<file path="config.mk">
export PLATFORM = sky130hd
export DESIGN_NAME = chg_track_wrap
export DESIGN_NICKNAME = d
export VERILOG_FILES = /design/src/rtl/chg_track_pkg.sv /design/src/rtl/chg_track_decode.sv /design/src/rtl/chg_track_step.sv /design/src/rtl/chg_track_oport.sv /design/src/rtl/chg_track_wrap.sv
export SDC_FILE = /design/constraint.sdc
export NUM_CORES = 1
export LEC_CHECK = 0
export ABC_AREA = 1
export BUFFER_PORTS_ARGS = -buffer_cell sky130_fd_sc_hd__buf_2
export CAP_MARGIN = 10
export CORE_UTILIZATION = 40
export CTS_CLUSTER_DIAMETER = 30
export CTS_CLUSTER_SIZE = 12
export DETAILED_ROUTE_END_ITERATION = 10
export PLACE_DENSITY = 0.66
export SLEW_MARGIN = 20
export SYNTH_ARGS = -nofsm -noshare
export SYNTH_HDL_FRONTEND = slang
export SYNTH_HIERARCHICAL = 1
export SYNTH_SLANG_ARGS = --single-unit
</file>
<file path="constraint.sdc">
create_clock -name clk_i -period 1.6 [get_ports clk_i]
set_input_delay 0.32 -clock clk_i [delete_from_list [all_inputs] [get_ports clk_i]]
set_output_delay 0.32 -clock clk_i [all_outputs]
set_load 0.02 [all_outputs]
</file>
<file path="src/rtl/chg_track_pkg.sv">
package chg_track_pkg;

  typedef enum logic [2:0] {
    K_IN,
    K_OUT,
    K_FLAG,
    K_CTRL,
    K_NONE
  } addr_kind_e;

  function automatic int ceil_div(int a, int b);
    return (a + b - 1) / b;
  endfunction

endpackage

</file>
<file path="src/rtl/chg_track_decode.sv">
module chg_track_decode
  import chg_track_pkg::*;
#(
  parameter int ADDR_W = 8,
  parameter int N_IN   = 2,
  parameter int N_OUT  = 6,
  parameter int N_FLW  = 1
) (
  input  logic [ADDR_W-1:0] addr_i,
  output addr_kind_e        kind_o,
  output logic [ADDR_W-1:0] idx_o
);

  localparam int OUT_BASE  = N_IN;
  localparam int FLG_BASE  = N_IN + N_OUT;
  localparam int CTRL_ADDR = FLG_BASE + N_FLW;

  always_comb begin
    kind_o = K_NONE;
    idx_o  = '0;
    if (addr_i < ADDR_W'(OUT_BASE)) begin
      kind_o = K_IN;
      idx_o  = addr_i;
    end else if (addr_i < ADDR_W'(FLG_BASE)) begin
      kind_o = K_OUT;
      idx_o  = addr_i - ADDR_W'(OUT_BASE);
    end else if (addr_i < ADDR_W'(CTRL_ADDR)) begin
      kind_o = K_FLAG;
      idx_o  = addr_i - ADDR_W'(FLG_BASE);
    end else if (addr_i == ADDR_W'(CTRL_ADDR)) begin
      kind_o = K_CTRL;
    end
  end

endmodule

</file>
<file path="src/rtl/chg_track_step.sv">
module chg_track_step (
  input  logic clk_i,
  input  logic rst_ni,
  input  logic go_i,
  output logic step_o,
  output logic cap_o
);

  // step pulse, then capture one cycle later once the DUT has advanced
  always_ff @(posedge clk_i or negedge rst_ni) begin
    if (!rst_ni) begin
      step_o <= 1'b0;
      cap_o  <= 1'b0;
    end else begin
      step_o <= go_i;
      cap_o  <= step_o;
    end
  end

endmodule

</file>
<file path="src/rtl/chg_track_oport.sv">
module chg_track_oport #(
  parameter int OUT_W = 12
) (
  input  logic             clk_i,
  input  logic             rst_ni,
  input  logic             cap_i,
  input  logic [OUT_W-1:0] din_i,
  input  logic             clr_i,
  output logic [OUT_W-1:0] q_o,
  output logic             flag_o
);

  logic changed;
  assign changed = cap_i && (din_i != q_o);

  always_ff @(posedge clk_i or negedge rst_ni) begin
    if (!rst_ni) begin
      q_o    <= '0;
      flag_o <= 1'b0;
    end else begin
      if (cap_i) q_o <= din_i;
      // set has priority over the read clear
      if (changed)    flag_o <= 1'b1;
      else if (clr_i) flag_o <= 1'b0;
    end
  end

endmodule

</file>
<file path="src/rtl/chg_track_wrap.sv">
module chg_track_wrap
  import chg_track_pkg::*;
#(
  parameter int ADDR_W = 8,
  parameter int DATA_W = 32,
  parameter int N_IN   = 2,
  parameter int IN_W   = 16,
  parameter int N_OUT  = 6,
  parameter int OUT_W  = 12
) (
  input  logic                   clk_i,
  input  logic                   rst_ni,
  input  logic [ADDR_W-1:0]      bus_addr_i,
  input  logic                   bus_wr_i,
  input  logic [DATA_W-1:0]      bus_wdata_i,
  input  logic                   bus_rd_i,
  output logic [DATA_W-1:0]      bus_rdata_o,
  output logic [N_IN*IN_W-1:0]   dut_in_o,
  output logic                   dut_step_o,
  input  logic [N_OUT*OUT_W-1:0] dut_out_i
);

  localparam int N_FLW = ceil_div(N_OUT, DATA_W);
  localparam int FLG_W = N_FLW * DATA_W;

  addr_kind_e          kind;
  logic [ADDR_W-1:0]   idx;
  logic                cap;
  logic                go;
  logic [N_OUT-1:0]    flags;
  logic [N_OUT-1:0]    clr;
  logic [FLG_W-1:0]    flag_pad;
  logic [OUT_W-1:0]    out_q [N_OUT];
  logic [N_OUT*OUT_W-1:0] out_q_flat;
  logic [IN_W-1:0]     in_q [N_IN];
  logic [DATA_W-1:0]   rd_mux;

  chg_track_decode #(
    .ADDR_W(ADDR_W), .N_IN(N_IN), .N_OUT(N_OUT), .N_FLW(N_FLW)
  ) u_dec (
    .addr_i(bus_addr_i),
    .kind_o(kind),
    .idx_o (idx)
  );

  assign go = bus_wr_i && (kind == K_CTRL) && bus_wdata_i[0];

  chg_track_step u_step (
    .clk_i (clk_i),
    .rst_ni(rst_ni),
    .go_i  (go),
    .step_o(dut_step_o),
    .cap_o (cap)
  );

  for (genvar i = 0; i < N_IN; i++) begin : g_in
    always_ff @(posedge clk_i or negedge rst_ni) begin
      if (!rst_ni) in_q[i] <= '0;
      else if (bus_wr_i && kind == K_IN && idx == ADDR_W'(i))
        in_q[i] <= bus_wdata_i[IN_W-1:0];
    end
    assign dut_in_o[i*IN_W +: IN_W] = in_q[i];
  end

  for (genvar p = 0; p < N_OUT; p++) begin : g_out
    assign clr[p] = bus_rd_i && kind == K_OUT && idx == ADDR_W'(p);
    chg_track_oport #(.OUT_W(OUT_W)) u_port (
      .clk_i (clk_i),
      .rst_ni(rst_ni),
      .cap_i (cap),
      .din_i (dut_out_i[p*OUT_W +: OUT_W]),
      .clr_i (clr[p]),
      .q_o   (out_q[p]),
      .flag_o(flags[p])
    );
    assign out_q_flat[p*OUT_W +: OUT_W] = out_q[p];
  end

  assign flag_pad = FLG_W'(flags);

  always_comb begin
    rd_mux = '0;
    unique case (kind)
      K_IN:
        for (int i = 0; i < N_IN; i++)
          if (idx == ADDR_W'(i)) rd_mux = DATA_W'(in_q[i]);
      K_OUT:
        for (int p = 0; p < N_OUT; p++)
          if (idx == ADDR_W'(p)) rd_mux = DATA_W'(out_q[p]);
      K_FLAG:
        for (int w = 0; w < N_FLW; w++)
          if (idx == ADDR_W'(w)) rd_mux = flag_pad[w*DATA_W +: DATA_W];
      default: rd_mux = '0;
    endcase
  end

  always_ff @(posedge clk_i or negedge rst_ni) begin
    if (!rst_ni)       bus_rdata_o <= '0;
    else if (bus_rd_i) bus_rdata_o <= rd_mux;
  end

endmodule

</file>
==> results by group <==
Power and ir drop
  – Pwr Density: 819.8 nW/um^2
  – Maximum vdd drop: 0.0006336 V
  – P_leak: 5.225 nW

Detailed routing
  – Routed vias/inst: 4.831
  – DR iter-0 viols: 507
  – Routed vias: 6561
  – Detailed-router iteration count before antenna repair: 8
  – DRC errors left: 18
  – WL per Instance: 15.53 microns
  – Antenna-violating nets left: 0
  – Final WL: 21.10 mm

Setup path
  – FF-to-FF Start: u_step/cap_o$_DFF_PN0_
  – Critical Path AT: 2.24 ns
  – CP Data Required Time: 1.97 ns
  – WP buf/inv: 4
  – Worst reg2reg path depth: 2
  – Worst-path cell chain: buf_12, inv_12, ha_4, xor2_4, o21ai_4, a21oi_2, nor2_2, nand2_2, buf_6, nor2_4, nand2_2, buf_12, nor2_1, nor2_2, nand3_2, nand2_2, nand2_1, nand2_1, nand2_1
  – Reg2reg end: g_out[4].u_port/q_o[2]$_DFFE_PN0P_
  – Delay-heaviest family, CP: simple AND/OR/NAND/NOR gates
  – Crit end category: register
  – Worst path depth: 19
  – Setup slack, reg-to-reg: 0.32 ns
  – CP startpoint kind: input pin
  – Worst-path fanout max: 12
  – Slowest stage cell, crit path: nor2_4
  – CP Launch Point: bus_addr_i[3]
  – Worst path max stage delay: 0.20 ns
  – Class of the most critical setup path: in -> reg

Die
  – Io pins: 181
  – Cell Rows: 49
  – Die Span Y: 138.8 microns
  – Core area: 18150 sq um
  – Chip Width: 138.8 microns
  – Die area: 19260 sq um
  – Initial core utilization: 41.23%

Placed design
  – Area after DPL: 8743 sq um
  – DPL Wire Length: 15.81 mm
  – Gpl congestion: 0.8418
  – Worst slack, placed: -0.8061 ns
  – Number of port buffers: 148

Hold path
  – Min-delay src: dut_out_i[60]
  – Min-delay worst type: in -> reg
  – Worst hold endpoint: g_out[5].u_port/q_o[0]$_DFFE_PN0P_
  – Cells on Worst Hold Path: 3

Finish
  – Most common cell after layout, fill and taps aside: nand2_1
  – FF/Latch Area: 3207 sq um
  – Nets: 1234
  – Most frequent cells in the layout: nand2_1 (278), buf_2 (140), dfrtp_1 (127)
  – FILL cells: 1631
  – Layout area overhead: 33.13%
  – Antenna diode count: 0
  – Area of the multi-input gates: 3934 sq um
  – Final instance area: 9961 sq um
  – Final core occ: 54.89%
  – Fraction of layout cells with a size suffix above 1: 35.96%

STA
  – Slew Viols, Final: 0
  – Slack of the critical path: -0.2743 ns
  – Period Utilization, post-route: 117.1%
  – Final Skew: 0.009091 ns
  – RSZ-0062 raised after global routing: true
  – Hold WS: 0.1317 ns
  – Least-Margin Pin Slew: 0.5086 ns
  – Final setup viols: 36
  – Post-route minimum period: 1.874 ns
  – Fmax: 533.5 MHz
  – Slew headroom: 65.94%
  – Hold Fails Final Rpt: 0

Global routing
  – Total GRT Usage: 22.97%
  – First-pass GRT wire length: 34.40 mm
  – Vias in the first global route: 6547
  – Initial antenna violation count: 0
  – Total grt overflow: 0
  – Pin count of the biggest net entering global routing: 63

Logic synthesis
  – Syn_area_per_cell: 8.151 sq um
  – Synthesis-stage register bit count: 128
  – Distinct cells, synth: 38
  – Top FF cell, synth: dfrtp_1
  – Mapped Cells: 918
  – Async S/R FF share, synth: 100.0%
  – Syn Std Cell Area: 7482 sq um
  – Seq/Total Area, Yosys: 42.81%
  – EDFF count, synth: 0
  – Yosys warns: 6

Clock network
  – CTS tree: built
  – Clock Pin Slew Worst Setup and Hold Paths: 0.07 ns
  – H-tree depth: 4
  – Root Buffer: clkbuf_16
  – TritonCTS Buffers: 17
  – Max Root-Sink Buffers: 2
  – Clk Latency, worst-skew pair: 0.43 ns
  – Clock Sinks: 128

Status
  – Status: finished, violations left
  – Failing checks: DRC, setup timing

Run
  – Max Cap Viol: 0
## cells in the mapped netlist (2+ instances only)
| library cell | n | share of area [%] |
|---|---|---|
| dfrtp_1 | 128 | 43 |
| nor2_1 | 61 | 3.1 |
| nand2_1 | 291 | 15 |
| nor2_2 | 4 | 0.33 |
| nor2_4 | 4 | 0.60 |
| conb_1 | 2 | 0.10 |
| buf_6 | 10 | 1.5 |
| buf_2 | 15 | 1.0 |
| nand2_2 | 7 | 0.59 |
| mux2_4 | 18 | 3.6 |
| buf_8 | 6 | 1.2 |
| inv_1 | 96 | 4.8 |
| nand3_1 | 37 | 2.5 |
| nor3_1 | 7 | 0.47 |
| xnor2_1 | 54 | 6.3 |
| o211ai_1 | 3 | 0.30 |
| a21oi_1 | 25 | 1.7 |
| inv_2 | 6 | 0.30 |
| buf_4 | 17 | 1.7 |
| o21ai_0 | 42 | 2.8 |
| nor3_2 | 3 | 0.40 |
| mux2_2 | 36 | 5.4 |
| o21ai_1 | 29 | 1.9 |
| a22o_1 | 2 | 0.23 |
| ha_1 | 2 | 0.33 |
## worst max path at each step
stage                                        endpoint  slack (ns)
after floorplan           bus_rdata_o[11]$_DFFE_PN0P_       -0.31
after global placement     bus_rdata_o[6]$_DFFE_PN0P_       -0.77
after detailed placement   bus_rdata_o[6]$_DFFE_PN0P_       -0.81
after CTS                  bus_rdata_o[3]$_DFFE_PN0P_       -0.21
after global routing      bus_rdata_o[11]$_DFFE_PN0P_       -0.38
final                     bus_rdata_o[11]$_DFFE_PN0P_       -0.27
## registers in the layout, indices dropped and copies added, names as in the netlist
name / cells
u_step/step_o: 1
dut_in_o: 32
bus_rdata_o: 16
g_out.u_port/flag_o: 6
g_out.u_port/q_o: 72
u_step/cap_o: 1
## cell families after synthesis
family	share of synthesized area, %
AND/OR/NAND/NOR	23.21
other	0.1004
buffers and inverters	10.84
multiplexers	9.030
flip-flops	42.81
XOR/XNOR	6.438
AO/OA/AOI/OAI	7.241
adder cells (fa/ha/maj)	0.3344
## layout make-up
class / count / share of cell area (%)
Multi-Input combinational cell: 650 / 39.49
Sequential cell: 128 / 32.19
Timing Repair Buffer: 213 / 15.26
Clock buffer: 18 / 4.409
Inverter: 105 / 4.258
Tap cell: 229 / 2.877
Clock inverter: 14 / 1.432
Timing Repair inverter: 1 / 0.07537
## worst reg2reg max path: cells and delay by family (launching register included)
kind	cells	cell delay, ns
flip-flops	1	0.44
buffers and inverters	1	0.28
multiplexers	1	0.44
## metal layers
metal,vias to the layer above,GRT usage (%),share of wire (%)
li1,3246,-,-
met5,-,0,0
met3,28,4.731,5.1
met1,3101,31.55,47
met4,0,7.193,2.1
met2,186,36.36,46
## repair_timing
item / CTS / global route
resized for setup: 89 / 55
endpoints found under the hold margin: 20 / 0
setup endpoints to repair: 53 / 54
buffers inserted: 4 / 2
hold buffers: 1 / 0
pin swaps: 26 / 32
cloned: 2 / 0
## stage by stage
stage	setup TNS (ns)	instances	power [mW]
finish	-4.302	1358	8.166
global route	-9.364	1358	8.438
CTS	-2.869	1356	8.171
detailed placement	-33.37	1317	4.272
global placement	-32.02	1317	4.262
floorplan	-8.411	933	3.848
## where the power goes
group | total [mW] | switching (mW) | internal [mW]
sequential | 3.38 | 0.0814 | 3.30
clock | 3.87 | 1.64 | 2.23
combinational | 0.913 | 0.537 | 0.375
total | 8.17 | 2.26 | 5.90
Note: power is estimated with default switching activity, not from simulation.
